<file path="config.mk">
export PLATFORM = sky130hd
export DESIGN_NAME = cap_cmp_timer
export DESIGN_NICKNAME = d
export VERILOG_FILES = /design/src/rtl/tmr_pkg.sv /design/src/rtl/tmr_prescaler.sv /design/src/rtl/tmr_capture.sv /design/src/rtl/tmr_core.sv /design/src/rtl/cap_cmp_timer.sv
export SDC_FILE = /design/constraint.sdc
export NUM_CORES = 1
export LEC_CHECK = 0
export BUFFER_PORTS_ARGS = -buffer_cell sky130_fd_sc_hd__buf_4
export CORE_MARGIN = 2
export CORE_UTILIZATION = 45
export DETAILED_ROUTE_END_ITERATION = 16
export SLEW_MARGIN = 40
export SYNTH_ARGS = -nofsm -noshare
export SYNTH_HDL_FRONTEND = slang
export SYNTH_SLANG_ARGS = --single-unit
</file>
<file path="constraint.sdc">
create_clock -name clk -period 3.7 [get_ports clk]
set_clock_uncertainty 0.1 [all_clocks]
set_input_delay 0.185 -clock clk [delete_from_list [all_inputs] [get_ports clk]]
set_output_delay 0.185 -clock clk [all_outputs]
set_load 0.01 [all_outputs]
</file>
<file path="src/rtl/tmr_pkg.sv">
// Package: shared encodings and register addresses for the capture/compare timer.
// Assumes a byte-wide register port with 4-bit addresses.
package tmr_pkg;
    typedef enum logic [1:0] {PIN_OFF = 2'd0, PIN_TOGGLE = 2'd1, PIN_CLEAR = 2'd2, PIN_SET = 2'd3} pin_act_e;
    typedef enum logic [1:0] {PWM_NONE = 2'd0, PWM_W8 = 2'd1, PWM_W9 = 2'd2, PWM_W10 = 2'd3} pwm_w_e;

    localparam logic [3:0] A_MODE   = 4'h0;
    localparam logic [3:0] A_CLKCFG = 4'h1;
    localparam logic [3:0] A_CNT_LO = 4'h2;
    localparam logic [3:0] A_CNT_HI = 4'h3;
    localparam logic [3:0] A_CMP_LO = 4'h4;
    localparam logic [3:0] A_CMP_HI = 4'h5;
    localparam logic [3:0] A_CAP_LO = 4'h6;
    localparam logic [3:0] A_CAP_HI = 4'h7;
    localparam logic [3:0] A_FLAGS  = 4'h8;
    localparam logic [3:0] A_IRQEN  = 4'h9;

    localparam int FLG_OVF = 0;
    localparam int FLG_CMP = 1;
    localparam int FLG_CAP = 2;
    localparam int FLG_N   = 3;
endpackage

</file>
<file path="src/rtl/tmr_prescaler.sv">
// Module: tmr_prescaler
// Turns the 3-bit clock select into a one-cycle count tick.
// Divided rates come from one free-running divider that restarts on clr.
// External edges are synchronized through two flops before detection.
// Assumes DIV_W >= 10 so that the divide-by-1024 tap exists.
module tmr_prescaler #(
    parameter int DIV_W = 10
) (
    input  logic       clk,
    input  logic       rst_n,
    input  logic       clr,
    input  logic [2:0] sel,
    input  logic       ext_pin,
    output logic       tick
);
    logic [DIV_W-1:0] div_q;
    logic             ext_s1, ext_s2, ext_prev;

    // Free-running divider, restarted by reset or a clock-select write.
    always_ff @(posedge clk) begin
        if (!rst_n || clr) div_q <= '0;
        else               div_q <= div_q + DIV_W'(1);
    end

    // Two-flop synchronizer plus a delayed copy for edge detection.
    always_ff @(posedge clk) begin
        if (!rst_n) begin
            ext_s1   <= 1'b0;
            ext_s2   <= 1'b0;
            ext_prev <= 1'b0;
        end else begin
            ext_s1   <= ext_pin;
            ext_s2   <= ext_s1;
            ext_prev <= ext_s2;
        end
    end

    // Tick selection per clock-select code.
    always_comb begin
        case (sel)
            3'd1:    tick = 1'b1;
            3'd2:    tick = &div_q[2:0];
            3'd3:    tick = &div_q[5:0];
            3'd4:    tick = &div_q[7:0];
            3'd5:    tick = &div_q[9:0];
            3'd6:    tick = ext_prev & ~ext_s2;
            3'd7:    tick = ~ext_prev & ext_s2;
            default: tick = 1'b0;
        endcase
    end

    p_stop_idle_r1: assert property (@(posedge clk) disable iff (!rst_n)
        (sel == 3'd0) |-> !tick);
    p_div8_gap_r1: assert property (@(posedge clk) disable iff (!rst_n)
        (sel == 3'd2 && $past(sel) == 3'd2 && $past(tick) && !$past(clr)) |-> !tick);
    p_ext_gap_r2: assert property (@(posedge clk) disable iff (!rst_n)
        (sel == 3'd7 && $past(sel) == 3'd7 && $past(tick)) |-> !tick);
endmodule

</file>
<file path="src/rtl/tmr_capture.sv">
// Module: tmr_capture
// Synchronizes the capture pin and optionally filters it.
// With the filter on, the level changes only after FILT_N equal samples.
// Emits a one-cycle event on the selected edge of the resulting level.
module tmr_capture #(
    parameter int FILT_N = 4
) (
    input  logic clk,
    input  logic rst_n,
    input  logic pin,
    input  logic filt_en,
    input  logic on_rise,
    output logic evt
);
    logic              s1, s2, filt_q, lvl, lvl_prev;
    logic [FILT_N-1:0] hist_q;

    // Synchronizer and sample history.
    always_ff @(posedge clk) begin
        if (!rst_n) begin
            s1     <= 1'b0;
            s2     <= 1'b0;
            hist_q <= '0;
        end else begin
            s1     <= pin;
            s2     <= s1;
            hist_q <= {hist_q[FILT_N-2:0], s2};
        end
    end

    // Filtered level: moves only when the whole history agrees.
    always_ff @(posedge clk) begin
        if (!rst_n)            filt_q <= 1'b0;
        else if (&hist_q)      filt_q <= 1'b1;
        else if (~|hist_q)     filt_q <= 1'b0;
    end

    assign lvl = filt_en ? filt_q : s2;

    // Previous level, for edge detection.
    always_ff @(posedge clk) begin
        if (!rst_n) lvl_prev <= 1'b0;
        else        lvl_prev <= lvl;
    end

    assign evt = on_rise ? (lvl & ~lvl_prev) : (~lvl & lvl_prev);

    p_evt_pulse_r5: assert property (@(posedge clk) disable iff (!rst_n)
        ($past(evt) && $stable(on_rise) && $stable(filt_en)) |-> !evt);
endmodule

</file>
<file path="src/rtl/tmr_core.sv">
// Module: tmr_core
// Counter with normal/clear-on-match/dual-slope PWM modes and compare-pin logic.
// Advances on tick. A software write has priority and restarts the up direction.
module tmr_core
    import tmr_pkg::*;
#(
    parameter int CNT_W = 16
) (
    input  logic             clk,
    input  logic             rst_n,
    input  logic             tick,
    input  pwm_w_e           pwm_w,
    input  pin_act_e         pin_act,
    input  logic             clr_on_match,
    input  logic [CNT_W-1:0] cmp_val,
    input  logic             cnt_wr,
    input  logic [CNT_W-1:0] cnt_wdata,
    output logic [CNT_W-1:0] cnt,
    output logic             ovf_evt,
    output logic             match_evt,
    output logic             pin_lvl
);
    localparam logic [CNT_W-1:0] ONE = CNT_W'(1);

    logic             up_q, up_n, pin_n, adv, at_top;
    logic [CNT_W-1:0] cnt_n, top_val;

    assign adv = tick & ~cnt_wr;

    // Top value for the selected PWM width.
    always_comb begin
        case (pwm_w)
            PWM_W8:  top_val = CNT_W'(255);
            PWM_W9:  top_val = CNT_W'(511);
            PWM_W10: top_val = CNT_W'(1023);
            default: top_val = '1;
        endcase
    end

    assign at_top = (cnt >= top_val);

    // Next count, direction and overflow event.
    always_comb begin
        cnt_n   = cnt;
        up_n    = up_q;
        ovf_evt = 1'b0;
        if (pwm_w == PWM_NONE) begin
            up_n = 1'b1;
            if (adv) begin
                ovf_evt = (cnt == '1);
                cnt_n   = (clr_on_match && cnt == cmp_val) ? '0 : cnt + ONE;
            end
        end else if (adv) begin
            if (up_q) begin
                if (at_top) begin
                    up_n  = 1'b0;
                    cnt_n = cnt - ONE;
                end else begin
                    cnt_n = cnt + ONE;
                end
            end else if (cnt == '0) begin
                up_n    = 1'b1;
                cnt_n   = ONE;
                ovf_evt = 1'b1;
            end else begin
                cnt_n = cnt - ONE;
            end
        end
    end

    assign match_evt = adv && (cnt == cmp_val);

    // Pin action on a compare match.
    always_comb begin
        pin_n = pin_lvl;
        if (match_evt) begin
            case (pin_act)
                PIN_TOGGLE: pin_n = ~pin_lvl;
                PIN_CLEAR:  pin_n = (pwm_w != PWM_NONE) ? ~up_q : 1'b0;
                PIN_SET:    pin_n = (pwm_w != PWM_NONE) ? up_q : 1'b1;
                default:    pin_n = pin_lvl;
            endcase
        end
    end

    // State registers.
    always_ff @(posedge clk) begin
        if (!rst_n) begin
            cnt     <= '0;
            up_q    <= 1'b1;
            pin_lvl <= 1'b0;
        end else begin
            pin_lvl <= pin_n;
            if (cnt_wr) begin
                cnt  <= cnt_wdata;
                up_q <= 1'b1;
            end else begin
                cnt  <= cnt_n;
                up_q <= up_n;
            end
        end
    end

    p_pwm_peak_r4: assert property (@(posedge clk) disable iff (!rst_n)
        (pwm_w != PWM_NONE && adv && up_q && cnt == top_val) |=> (cnt == $past(top_val) - ONE));
    p_ctc_clear_r7: assert property (@(posedge clk) disable iff (!rst_n)
        (pwm_w == PWM_NONE && adv && clr_on_match && cnt == cmp_val) |=> (cnt == '0));
    p_wrap_r10: assert property (@(posedge clk) disable iff (!rst_n)
        (pwm_w == PWM_NONE && adv && cnt == '1 && !(clr_on_match && cmp_val == '1)) |=> (cnt == '0));
endmodule

</file>
<file path="src/rtl/cap_cmp_timer.sv">
// Module: cap_cmp_timer (top)
// Register file, flags and interrupt requests around prescaler, capture and core.
// Assumes at most one of bus_wr and bus_rd is active per cycle.
module cap_cmp_timer
    import tmr_pkg::*;
#(
    parameter int BYTE_W = 8,
    parameter int DIV_W  = 10,
    parameter int FILT_N = 4
) (
    input  logic              clk,
    input  logic              rst_n,
    input  logic              bus_wr,
    input  logic              bus_rd,
    input  logic [3:0]        bus_addr,
    input  logic [BYTE_W-1:0] bus_wdata,
    output logic [BYTE_W-1:0] bus_rdata,
    input  logic              ext_clk_in,
    input  logic              cap_in,
    output logic              cmp_out,
    output logic              cmp_oe,
    output logic              irq_ovf,
    output logic              irq_cmp,
    output logic              irq_cap
);
    localparam int CNT_W = 2 * BYTE_W;

    pwm_w_e             pwm_q;
    pin_act_e           act_q;
    logic [2:0]         sel_q;
    logic               clr_q, rise_q, filt_q;
    logic [CNT_W-1:0]   cmp_q, cap_q, cnt;
    logic [BYTE_W-1:0]  tmp_q;
    logic [FLG_N-1:0]   flags_q, irqen_q, evts, w1c;
    logic               tick, cap_evt, ovf_evt, match_evt, pin_lvl;
    logic               wr_clk, cnt_wr;

    assign wr_clk = bus_wr && bus_addr == A_CLKCFG;
    assign cnt_wr = bus_wr && bus_addr == A_CNT_LO;

    tmr_prescaler #(.DIV_W(DIV_W)) u_presc (
        .clk(clk), .rst_n(rst_n), .clr(wr_clk), .sel(sel_q),
        .ext_pin(ext_clk_in), .tick(tick));

    tmr_capture #(.FILT_N(FILT_N)) u_cap (
        .clk(clk), .rst_n(rst_n), .pin(cap_in), .filt_en(filt_q),
        .on_rise(rise_q), .evt(cap_evt));

    tmr_core #(.CNT_W(CNT_W)) u_core (
        .clk(clk), .rst_n(rst_n), .tick(tick), .pwm_w(pwm_q), .pin_act(act_q),
        .clr_on_match(clr_q), .cmp_val(cmp_q), .cnt_wr(cnt_wr),
        .cnt_wdata({tmp_q, bus_wdata}), .cnt(cnt), .ovf_evt(ovf_evt),
        .match_evt(match_evt), .pin_lvl(pin_lvl));

    // Configuration and compare registers.
    always_ff @(posedge clk) begin
        if (!rst_n) begin
            pwm_q  <= PWM_NONE;
            act_q  <= PIN_OFF;
            sel_q  <= 3'd0;
            clr_q  <= 1'b0;
            rise_q <= 1'b0;
            filt_q <= 1'b0;
            cmp_q  <= '0;
            irqen_q <= '0;
        end else if (bus_wr) begin
            case (bus_addr)
                A_MODE: begin
                    pwm_q <= pwm_w_e'(bus_wdata[1:0]);
                    act_q <= pin_act_e'(bus_wdata[3:2]);
                end
                A_CLKCFG: begin
                    sel_q  <= bus_wdata[2:0];
                    clr_q  <= bus_wdata[3];
                    rise_q <= bus_wdata[4];
                    filt_q <= bus_wdata[5];
                end
                A_CMP_LO: cmp_q   <= {tmp_q, bus_wdata};
                A_IRQEN:  irqen_q <= bus_wdata[FLG_N-1:0];
                default: ;
            endcase
        end
    end

    // Shared high-byte latch: loaded by high-byte writes and low-byte reads.
    always_ff @(posedge clk) begin
        if (!rst_n) tmp_q <= '0;
        else if (bus_wr && (bus_addr == A_CNT_HI || bus_addr == A_CMP_HI)) tmp_q <= bus_wdata;
        else if (bus_rd && bus_addr == A_CNT_LO) tmp_q <= cnt[CNT_W-1:BYTE_W];
        else if (bus_rd && bus_addr == A_CAP_LO) tmp_q <= cap_q[CNT_W-1:BYTE_W];
    end

    // Capture register.
    always_ff @(posedge clk) begin
        if (!rst_n)       cap_q <= '0;
        else if (cap_evt) cap_q <= cnt;
    end

    // Sticky flags: events set, write-one clears, set wins.
    assign evts = {cap_evt, match_evt, ovf_evt};
    assign w1c  = (bus_wr && bus_addr == A_FLAGS) ? bus_wdata[FLG_N-1:0] : '0;
    always_ff @(posedge clk) begin
        if (!rst_n) flags_q <= '0;
        else        flags_q <= (flags_q & ~w1c) | evts;
    end

    // Read-data multiplexer.
    always_comb begin
        bus_rdata = '0;
        case (bus_addr)
            A_MODE:   bus_rdata = BYTE_W'({act_q, pwm_q});
            A_CLKCFG: bus_rdata = BYTE_W'({filt_q, rise_q, clr_q, sel_q});
            A_CNT_LO: bus_rdata = cnt[BYTE_W-1:0];
            A_CNT_HI: bus_rdata = tmp_q;
            A_CMP_LO: bus_rdata = cmp_q[BYTE_W-1:0];
            A_CMP_HI: bus_rdata = cmp_q[CNT_W-1:BYTE_W];
            A_CAP_LO: bus_rdata = cap_q[BYTE_W-1:0];
            A_CAP_HI: bus_rdata = tmp_q;
            A_FLAGS:  bus_rdata = BYTE_W'(flags_q);
            A_IRQEN:  bus_rdata = BYTE_W'(irqen_q);
            default:  bus_rdata = '0;
        endcase
    end

    assign cmp_oe  = (act_q != PIN_OFF);
    assign cmp_out = cmp_oe & pin_lvl;
    assign irq_ovf = flags_q[FLG_OVF] & irqen_q[FLG_OVF];
    assign irq_cmp = flags_q[FLG_CMP] & irqen_q[FLG_CMP];
    assign irq_cap = flags_q[FLG_CAP] & irqen_q[FLG_CAP];

    for (genvar g = 0; g < FLG_N; g++) begin : g_flag_chk
        p_flag_hold_r8: assert property (@(posedge clk) disable iff (!rst_n)
            (flags_q[g] && !w1c[g]) |=> flags_q[g]);
    end
    p_rd_latch_r9: assert property (@(posedge clk) disable iff (!rst_n)
        (bus_rd && !bus_wr && bus_addr == A_CNT_LO) |=> (tmp_q == $past(cnt[CNT_W-1:BYTE_W])));
endmodule

</file>
After elaboration in Yosys (flattened, before gate mapping)

Index checks and enable logic that the tools add are counted.

Register bits after elaboration: 95
Latch bits: 0
Bits in writable memories: 0
ROM bits: 0
Input bits: 18
Memories: 0

Add/sub/neg operators: 3
Multiply operators: 0
Divide/modulo/power cells: 0
Order comparisons: 1
Equality and inequality tests: 25
Shifts and indexed selects: 0
Muxes and demuxes: 29
Bitwise operators: 20
Reductions and logical operators: 32

Operators with widths:

| cell                    | count |
|---|---|
| $mux W16                | 8 |
| $pmux W8 S9             | 1 |
| $pmux W16 S3            | 1 |
| $mux W8                 | 3 |
| $add A16 B1 Y16 const B | 1 |
| $eq A16 B16 Y1          | 1 |
| $eq A16 B16 Y1 const B  | 1 |
| $eq A4 B3 Y1 const B    | 4 |
| $ge A16 B16 Y1          | 1 |
| $logic_not A16 Y1       | 1 |
| $sub A16 B1 Y16 const B | 1 |
| $mux W1                 | 13 |
| $eq A3 B3 Y1 const B    | 4 |
| $add A10 B1 Y10 const B | 1 |
| $reduce_and A10 Y1      | 1 |
| $reduce_and A2 Y1       | 5 |
| $and A1 B1 Y1           | 9 |
| $eq A2 B2 Y1 const B    | 4 |
| $eq A4 B2 Y1 const B    | 2 |
| $eq A4 B4 Y1 const B    | 2 |
| $logic_and A1 B1 Y1     | 8 |
| $not A1 Y1              | 8 |
| $reduce_and A8 Y1       | 1 |
| $pmux W1 S7             | 1 |
| other kinds (22)        | 28 |

Longest topological paths before layout

Gate-level depths: netlist of the first run.

Depth in word-level cells: 8
Depth in mapped cells: 12

Hierarchy

From an unflattened synthesis of the first run, not the netlist that was laid out.

Cell total of the unflattened synthesis: 714
Area total of the unflattened synthesis: 5,953.2 um2

By module, submodules not included:

| module        | instances | cells each | area an instance (um2) | sequential area each (um2) |
|---|---|---|---|---|
| cap_cmp_timer | 1         | 324        | 2,905.3                | 1,121.1 |
| tmr_core      | 1         | 305        | 2,225.9                | 360.3 |
| tmr_prescaler | 1         | 62         | 563.0                  | 260.2 |
| tmr_capture   | 1         | 23         | 259.0                  | 160.2 |

Worst setup path after synthesis of the first run

OpenSTA, ideal clock, no wires.

Path kind: register to register
Start point: register pwm_q[0]
End point: register u_core.cnt[9]
Library setup time: 88 ps
Arrival time: 2,595 ps
Required time: 3,512 ps
Slack: 917 ps
Stages on the path, launching flop included: 12
Path buffers: 0
Path through: dfxtp_1 > inv_1 > ha_1 > inv_1 > ha_1 > a211o_1 > a211oi_1 > a31o_2 > and2_1 > nor2_1 > o221a_1 > nor4_2

Cells in the longest elaborated chain, start to end: 8

Ends and longest elaborated chain:

| item                                                | RTL line            | source |
|---|---|---|
| start, declared                                     | cap_cmp_timer.sv:28 | `pwm_w_e pwm_q;` |
| start signal, assigned                              | cap_cmp_timer.sv:69 | `pwm_q <= pwm_w_e'(bus_wdata[1:0]);` |
| $eq A2 B2 Y1 / $eq A2 B1 Y1 (equally long branches) | tmr_core.sv:32      | `case (pwm_w)` |
| $pmux W16 S3                                        | tmr_core.sv:32      |  |
| $ge A16 B16 Y1                                      | tmr_core.sv:40      | `assign at_top = (cnt >= top_val);` |
| $mux W16                                            | tmr_core.sv:55      | `if (at_top) begin` |
| $mux W16                                            | tmr_core.sv:54      | `if (up_q) begin` |
| $mux W16                                            | tmr_core.sv:53      | `end else if (adv) begin` |
| $mux W16 *                                          | tmr_core.sv:47      | `if (pwm_w == PWM_NONE) begin` |
| $mux W16 *                                          | tmr_core.sv:94      | `if (cnt_wr) begin` |
| end signal, assigned                                | tmr_core.sv:95      | `cnt <= cnt_wdata;` |
| end signal, assigned                                | tmr_core.sv:98      | `cnt <= cnt_n;` |
| end, declared                                       | tmr_core.sv:18      | `output logic [CNT_W-1:0] cnt,` |

Every way passes the cells marked *; elsewhere a longest branch is shown, timed or not. The select of a mux whose other input is x is not followed.
A chain may end at the register's enable or synchronous reset.

Final worst setup path of the first run

Start point: register pwm_q[1]
End point: register u_core.cnt[12]

The elaborated chain is that of the path after synthesis.

==> impl_metrics.tcl, run 1 <==
set metrics [dict create \
    power_density_nw_per_um2 403.8 \
    grt-ovfl-total 0 \
    antenna_cells 0 \
    synth_top_family_by_area "simple AND/OR/NAND/NOR gates" \
    worst-path-max-fanout 16 \
    syn-num-nets 747 \
    synth_seq_cells 95 \
    cts_buffers 9 \
    postCtsSetupBuffers 0 \
    preCtsSetupSlack_ps 501.2 \
    crit_arrival_ps 3390 \
    status "finished clean" \
    hold_path_class "input port to flip-flop" \
    cts_max_path_buffers 2 \
    ant_nets 0 \
    syn_inst 714 \
    multi_input_area_um2 3540 \
    grt_start_max_net_pins 65 \
    fin_total_pwr_mw 2.569 \
    rsz0062_at_grt "false" \
    startpoint "pwm_q[1]$_SDFFE_PN0P_" \
    period_needed_ps 3229 \
    cts_htree_levels 3 \
    setup-violations-final 0 \
    layout.cells.non_filler 897 \
    fin_crit_sh_pct 87.26 \
    route.met3.wl_um 1027 \
    maxCapViolCount 0 \
    fillCellCount 1243 \
    fin_area_um2 6362 \
    ys_types 73 \
    setup_ws_ps 471.3 \
    place.gp.congestion 0.9003 \
    worstSetupPathType "flip-flop to flip-flop" \
    cts_root_buf "clkbuf_16" \
    dp_hpwl_um 12620 \
    synth_fa_ha_area_share_pct 3.257 \
    area_growth_pct 10.42 \
    worstReg2RegStart "pwm_q[1]$_SDFFE_PN0P_" \
    place_area_um2 6065 \
    grt_pass1_wl_um 27880 \
    drv_slew 0 \
    yosysSeqAreaShare_pct 33.01 \
    wl_met2_um 8261 \
    crit_required_ps 3860 \
    firstDrtPassIters 7 \
    synth-main-ff-cell "dfxtp_1" \
    syn_area_per_cell_um2 8.070 \
    clock_sinks 95 \
    synth_compound_area_share_pct 17.85 \
    die_h_um 117.2 \
    synth-edff-count 0 \
    num_vias 5404 \
    fin_nets 753 \
    peakVddDrop_mv 0.2714 \
    leakage_nw 2.580 \
    dieArea_um2 13730 \
    crit_path_top_delay_cell "a31oi_4" \
    post_drt_wl_per_cell_um 19.95 \
    antenna_found_initial 0 \
    rows 41 \
    max_stage_delay_ps 540 \
    min_from "bus_wdata[7]" \
    drt-met1-wl_um 8155 \
    hold_violations 0 \
    tns_ps 0 \
    crit_chain "inv_1, ha_1, inv_1, ha_1, nand4_1, or3_4, a31oi_4, mux2i_1, nor2_1, a211o_1, a22o_1" \
    clk_pin_slew_ps 70 \
    grt_pass1_vias 4930 \
    holdWs_ps 13.44 \
    drc 0 \
    yosys_warnings 0 \
    top_layer_used "met4" \
    synth_xor_area_share_pct 5.624 \
    start_util_pct 45.84 \
    first_iter_violations 428 \
    grt.total_usage_pct 27.02 \
    seq_area_um2 1902 \
    dp_cells 879 \
    vias_per_cell 6.025 \
    synth.area.mux_share_pct 9.099 \
    tritoncts "built" \
    worst_slew_pin_slew_ps 774.4 \
    dieWidth_um 117.2 \
    routed_wirelength_um 17890 \
    worst_setup_path_start_kind "flip-flop" \
    async_flop_share_pct 0 \
    synthSimpleGateAreaFrac_pct 25.54 \
    layout-drive-gt1-share_pct 11.86 \
    clock_latency_ps 360 \
    fmax_mhz 309.7 \
    worstSetupEndpointType "flip-flop" \
    slew_headroom_pct 48.13 \
    io_pins 31 \
    syn_area_um2 5762 \
    io_buffers 30 \
    core_um2 12570 \
    utilization_pct 50.62 \
]
==> critical path: cells and delay by family (launching register included) <==
| kind | cells | cell delay, ps |
|---|---|---|
| and+or+nand+nor | 3 | 510 |
| AOI/OAI and AO/OA | 3 | 990 |
| buffers and inverters | 2 | 270 |
| muxes | 1 | 320 |
| adders and majority gates | 2 | 610 |
| DFF | 1 | 330 |
==> cells in the final DEF (no fill, tap or decap), drive strengths merged, types with 4 or more instances in the layout <==
cell type	instances
dfxtp	95
nand2	95
nor2	89
mux2i	49
buf	47
a21oi	40
o21ai	38
xnor2	24
and2	19
inv	18
nand3	16
nand4	16
ha	15
a221oi	14
xor2	13
and3	12
clkbuf	9
nor3	8
o211ai	8
nor2b	7
a31oi	6
nor4	6
a211o	5
or4	5
or3	5
nor4b	4
a32oi	4
nand3b	4
a22o	4
==> cell families after synthesis <==
logic type / count (synthesis)
fa+ha+maj: 15
compound gates: 151
buf+inv: 68
xor+xnor: 37
mux: 52
simple gates: 296
flops: 95
==> flip-flops by register name, indices dropped and copies added, names as in the netlist, 2 cells and up <==
name / flops
tmp_q: 8
flags_q: 3
cmp_q: 16
act_q: 2
irqen_q: 3
u_core.cnt: 16
u_cap.hist_q: 4
u_presc.div_q: 10
pwm_q: 2
sel_q: 3
cap_q: 16
==> path summary, 6_finish.rpt <==
| kind | to | slack [ps] | depth (start not counted) |
|---|---|---|---|
| hold / removal | cmp_q[7]$_SDFFE_PN0P_ | 10 | 3 |
| hold reg to reg | u_presc.ext_s2$_SDFF_PN0_ | 340 | 1 |
| setup reg to reg | u_core.cnt[12]$_SDFFE_PN0P_ | 470 | 11 |
| setup / recovery | u_core.cnt[12]$_SDFFE_PN0P_ | 470 | 11 |
==> layout make-up <==
cell class,count,area share (%)
clock buffer,9,3.540
clock inverter,7,0.8260
inverter,14,0.8653
multi-input combinational,551,55.63
sequential,95,29.89
tap,172,3.382
timing repair buffer,49,5.860
==> power breakdown <==
group | leakage [nW] | internal [mW] | switching (mW)
registers | 0.770 | 1.06 | 0.0882
clock network | 0.142 | 0.465 | 0.445
logic | 1.67 | 0.217 | 0.294
total | 2.58 | 1.74 | 0.826
==> routing by layer <==
layer | track usage, % | vias to the layer above
li1 | - | 2556
met1 | 37.33 | 2622
met2 | 42.15 | 196
met3 | 4.531 | 30
met4 | 10.59 | 0
met5 | 0 | -
==> timing repair <==
| item | in CTS | in global routing |
|---|---|---|
| endpoints found under the hold margin | 2 | 0 |
| hold buffers | 2 | 0 |
| resized for setup | 0 | 0 |
==> cells in the mapped netlist, types with 12 or more instances <==
library cell | n | area share (%)
a21oi_1 | 40 | 3.5
a221oi_1 | 14 | 2.1
and2_1 | 19 | 2.1
and3_1 | 12 | 1.3
buf_2 | 13 | 1.1
clkbuf_1 | 31 | 2.0
dfxtp_1 | 95 | 33
ha_1 | 15 | 3.3
inv_1 | 13 | 0.85
mux2i_1 | 49 | 8.5
nand2_1 | 94 | 6.1
nand3_1 | 16 | 1.4
nand4_1 | 14 | 1.5
nor2_1 | 89 | 5.8
o21ai_0 | 37 | 3.2
xnor2_1 | 24 | 3.6
xor2_1 | 13 | 2.0
(Power assumes the default switching activity.)
==> run 2, diff against run 1 <==
--- a/config.mk
+++ b/config.mk
@@ -6,6 +6,7 @@
 export NUM_CORES = 1
 export LEC_CHECK = 0
 export BUFFER_PORTS_ARGS = -buffer_cell sky130_fd_sc_hd__buf_4
+export CORE_ASPECT_RATIO = 2
 export CORE_MARGIN = 2
 export CORE_UTILIZATION = 45
 export DETAILED_ROUTE_END_ITERATION = 16
==> run 2 against run 1 <==
Against the previous run:
- clock power is 1% lower
- combinational power is 5.7% higher
- routed wire length is 5.0% higher
- sequential cell count stayed put
- fmax is 1.6% lower
- critical path depth stayed put
- highest routed layer unchanged
- sequential share of layout area is 0.077 points higher
- global-route usage is 0.27 points higher
==> impl_metrics.tcl, run 2 (synthesis gave the netlist of run 1 again) <==
set metrics [dict create \
    firstDrtPassIters 5 \
    fin_crit_sh_pct 88.68 \
    r2r_end "u_core.cnt[4]$_SDFFE_PN0P_" \
    status "finished clean" \
    clock_sinks 95 \
    min_from "bus_wdata[7]" \
    period_needed_ps 3281 \
    fin_total_pwr_mw 2.580 \
    final_common_cell "dfxtp_1" \
    worstReg2RegStart "pwm_q[0]$_SDFFE_PN0P_" \
    preCtsSetupSlack_ps 484.1 \
    hold_path_end "tmp_q[7]$_SDFFE_PN0P_" \
    place_area_um2 6037 \
    dieArea_um2 13780 \
    final_cell_mix "dfxtp_1 (95), nand2_1 (94), nor2_1 (89)" \
    grt_pass1_vias 5252 \
    grt.total_usage_pct 27.29 \
    utilization_pct 50.55 \
    place.gp.congestion 0.9713 \
    crit_arrival_ps 3430 \
    setup-violations-final 0 \
    clock_latency_ps 350 \
    antenna_cells 0 \
    maxCapViolCount 0 \
    cts_root_buf "clkbuf_16" \
    hold_violations 0 \
    num_vias 5460 \
    largest_registers "cap_q x16, cmp_q x16, u_core.cnt x16" \
    tns_ps 0 \
    drc 0 \
    worst_slew_pin_slew_ps 755.1 \
    cts_htree_levels 3 \
    clk_pin_slew_ps 70 \
    leakage_nw 2.579 \
    hold_path_class "input port to flip-flop" \
    tritoncts "built" \
    dieWidth_um 84.01 \
    routed_wirelength_um 18790 \
    vias_per_cell 6.240 \
    post_drt_wl_per_cell_um 21.48 \
    cts_resized 0 \
    grt-ovfl-total 0 \
    power_density_nw_per_um2 406.5 \
    reg2regPathDepth 11 \
    io_pins 31 \
    fin_nets 753 \
    first_iter_violations 424 \
    io_buffers 30 \
    peakVddDrop_mv 0.2675 \
    cts_max_path_buffers 2 \
    start_util_pct 45.89 \
    crit_chain "inv_1, ha_1, inv_1, ha_1, nand4_1, or3_4, a31oi_4, mux2i_1, nor2_1, a211o_1, a22o_1" \
    area_growth_pct 10.14 \
    fin_area_um2 6346 \
    worstSetupEndpointType "flip-flop" \
    r2r_setup_slack_ps 420 \
    rows 58 \
    die_h_um 164.0 \
    antenna_found_initial 0 \
    worst-path-max-fanout 16 \
    max_stage_delay_ps 550 \
    crit_path_top_delay_cell "a31oi_4" \
    core_um2 12550 \
    crit_required_ps 3840 \
    worstSetupPathType "flip-flop to flip-flop" \
    slew_headroom_pct 49.43 \
    setup_ws_ps 418.7 \
    layout-drive-gt1-share_pct 11.86 \
    ant_nets 0 \
    drv_slew 0 \
    startpoint "pwm_q[0]$_SDFFE_PN0P_" \
    cts_buffers 9 \
    dp_hpwl_um 13800 \
    rsz0062_at_grt "false" \
    worst_setup_path_start_kind "flip-flop" \
    holdPathStages 3 \
    grt_pass1_wl_um 28730 \
    fmax_mhz 304.8 \
    grt_start_max_net_pins 65 \
]
run 2: cell type report:
type / count / area (um^2)
Inverter: 14 / 55.05
Clock inverter: 5 / 40.04
Sequential cell: 95 / 1902
Clock buffer: 11 / 242.7
Timing Repair Buffer: 49 / 372.9
Fill cell: 1251 / 6208
Multi-Input combinational cell: 551 / 3546
Tap cell: 150 / 187.7
run 2: per-layer routing:
metal | global-route usage [%] | routed length, um
met1 | 29.14 | 6830
met2 | 49.42 | 9589
met3 | 3.819 | 1002
met4 | 17.82 | 1372
met5 | 0 | 0
run 2: where the power goes:
group | leakage [nW] | internal, mW | switching [mW]
Sequential | 0.770 | 1.06 | 0.0831
Combinational | 1.67 | 0.222 | 0.317
Clock | 0.140 | 0.481 | 0.415
Total | 2.58 | 1.76 | 0.815
run 2: how the worst max path moves through the flow:
stage          cells after the start                          end  slack [ps]
6_report                          11   u_core.cnt[4]$_SDFFE_PN0P_         420
5_1_grt                           11   u_core.cnt[4]$_SDFFE_PN0P_         240
4_1_cts                           11   u_core.cnt[4]$_SDFFE_PN0P_         470
3_5_place_dp                      11  u_core.cnt[12]$_SDFFE_PN0P_         480
3_3_place_gp                      11   u_core.cnt[4]$_SDFFE_PN0P_         590
2_1_floorplan                     11   u_core.cnt[9]$_SDFFE_PN0P_         920
run 2: timing repair:
action,4_1_cts,5_1_grt
setup buffers,0,0
hold endpoints to repair,2,0
hold buffers,2,0
run 2: critical path: cells and delay by family (launching register included):
| kind | cells | cell delay [ps] |
|---|---|---|
| simple gates | 3 | 520 |
| mux | 1 | 320 |
| fa+ha+maj | 2 | 630 |
| compound gates | 3 | 1010 |
| buf+inv | 2 | 260 |
| flops | 1 | 340 |
run 2: per-stage QoR:
stage	std cells	hold slack, ps
4_1_cts	875	3.574
3_3_place_gp	857	293.4
5_1_grt	875	5.568
2_1_floorplan	714	212.3
6_report	875	14.45
3_5_place_dp	857	301.9
==> run 3, diff against run 2 <==
--- a/config.mk
+++ b/config.mk
@@ -9,6 +9,7 @@
 export CORE_ASPECT_RATIO = 2
 export CORE_MARGIN = 2
 export CORE_UTILIZATION = 45
+export CTS_BUF_LIST = sky130_fd_sc_hd__clkbuf_8
 export DETAILED_ROUTE_END_ITERATION = 16
 export SLEW_MARGIN = 40
 export SYNTH_ARGS = -nofsm -noshare
==> run 3 against run 2 <==
Against the previous run:
- power is 9.2% lower
- die area is the same
- sequential power barely moved
- clock power is 27% lower
- routed wire length grew 0.57%
- first-iteration DRC count up 7.8%
- hold slack improved by 6.1 ps
- critical endpoint unchanged
- highest routed layer unchanged
==> impl_metrics.tcl, run 3 (synthesis gave the netlist of run 1 again) <==
set metrics [dict create \
    maxCapViolCount 0 \
    period_needed_ps 3270 \
    top_layer_used "met4" \
    hold_path_class "input port to flip-flop" \
    final_cell_mix "dfxtp_1 (95), nand2_1 (94), nor2_1 (89)" \
    drv_slew 0 \
    leakage_nw 2.554 \
    largest_registers "cap_q x16, cmp_q x16, u_core.cnt x16" \
    ctsHoldBuffers 6 \
    clock_latency_ps 370 \
    worst_setup_path_start_kind "flip-flop" \
    postCtsSetupBuffers 0 \
    r2r_setup_slack_ps 430 \
    num_vias 5440 \
    tritoncts "built" \
    fillCellCount 1258 \
    drt-met1-wl_um 6924 \
    grt_pass1_wl_um 28910 \
    holdWs_ps 20.55 \
    area_growth_pct 9.077 \
    post_drt_wl_per_cell_um 21.50 \
    cts_resized 0 \
    vias_per_cell 6.189 \
    fin_total_pwr_mw 2.343 \
    preCtsSetupSlack_ps 484.1 \
    ant_nets 0 \
    worst_slew_pin_slew_ps 775.4 \
    setup-violations-final 0 \
    grt_pass1_vias 5267 \
    grt_start_max_net_pins 65 \
    worstSetupEndpointType "flip-flop" \
    layout-drive-gt1-share_pct 11.80 \
    core_um2 12550 \
    drc 0 \
    routed_wirelength_um 18900 \
    reg2regPathDepth 11 \
    route.met3.wl_um 904 \
    dp_hpwl_um 13800 \
    place_area_um2 6037 \
    slew_headroom_pct 48.06 \
    dp_cells 857 \
    fin_area_um2 6285 \
    layout.cells.non_filler 879 \
    io_pins 31 \
    first_iter_violations 457 \
    cts_buffers 9 \
    firstDrtPassIters 5 \
    final_common_cell "dfxtp_1" \
    dieWidth_um 84.01 \
    power_density_nw_per_um2 372.8 \
    tns_ps 0 \
    crit_arrival_ps 3440 \
    fin_nets 757 \
    rsz0062_at_grt "false" \
    grt.total_usage_pct 27.28 \
    antenna_cells 0 \
    antenna_found_initial 0 \
    cts_max_path_buffers 2 \
    rows 58 \
    fin_crit_sh_pct 88.37 \
    utilization_pct 50.06 \
    min_from "bus_wdata[3]" \
    fmax_mhz 305.8 \
    seq_area_um2 1902 \
    cts_root_buf "clkbuf_8" \
    place.gp.congestion 0.9713 \
    hold_path_end "cmp_q[3]$_SDFFE_PN0P_" \
    clock_sinks 95 \
    setup_ws_ps 430.3 \
    die_h_um 164.0 \
    multi_input_area_um2 3546 \
    dieArea_um2 13780 \
    peakVddDrop_mv 0.2772 \
    status "finished clean" \
    cts_htree_levels 3 \
    start_util_pct 45.89 \
    hold_violations 0 \
    worstSetupPathType "flip-flop to flip-flop" \
    clk_pin_slew_ps 100 \
    worst-path-max-fanout 16 \
    grt-ovfl-total 0 \
    crit_required_ps 3870 \
    holdPathStages 3 \
    io_buffers 30 \
    wl_met2_um 9740 \
    worstReg2RegStart "pwm_q[0]$_SDFFE_PN0P_" \
    r2r_end "u_core.cnt[4]$_SDFFE_PN0P_" \
]
[run 3: cell count changes in the layout (fill, tap and decap cells not counted), sizes merged]
cell,change
clkbuf,-1
inv,+1
dlygate4sd3,+4
[run 3: cell type report]
| type | count | area share, % |
|---|---|---|
| repair buffers | 53 | 6.570 |
| well taps | 150 | 2.986 |
| inverters | 14 | 0.8760 |
| clock buffers | 10 | 2.190 |
| multi-input cells | 551 | 56.42 |
| clock inverters | 6 | 0.6968 |
| flip-flops and latches | 95 | 30.26 |
[run 3: critical path, stage by stage (launching register included)]
cell,delay (ps)
dfxtp_1,350
inv_1,60
ha_1,290
inv_1,210
ha_1,350
nand4_1,100
or3_4,360
a31oi_4,530
mux2i_1,300
nor2_1,60
a211o_1,270
a22o_1,190
[run 3: how the worst max path moves through the flow]
stage                                startpoint                     endpoint  slack [ps]  cells after the start
final                     pwm_q[0]$_SDFFE_PN0P_   u_core.cnt[4]$_SDFFE_PN0P_         430                     11
after global routing      pwm_q[0]$_SDFFE_PN0P_   u_core.cnt[4]$_SDFFE_PN0P_         240                     11
after CTS                 pwm_q[0]$_SDFFE_PN0P_  u_core.cnt[12]$_SDFFE_PN0P_         470                     11
after detailed placement  pwm_q[0]$_SDFFE_PN0P_  u_core.cnt[12]$_SDFFE_PN0P_         480                     11
after global placement    pwm_q[0]$_SDFFE_PN0P_   u_core.cnt[4]$_SDFFE_PN0P_         590                     11
after floorplan           pwm_q[0]$_SDFFE_PN0P_   u_core.cnt[9]$_SDFFE_PN0P_         920                     11
[run 3: layer usage]
metal  up-vias  global-route usage [%]
met1      2575                   29.63
met5         -                       0
met4         0                   18.33
met2       239                   49.20
met3        67                   2.965
li1       2559                       -
[run 3: power breakdown]
| group | internal, mW | switching (mW) |
|---|---|---|
| clock network | 0.267 | 0.386 |
| registers | 1.06 | 0.0847 |
| logic | 0.225 | 0.319 |
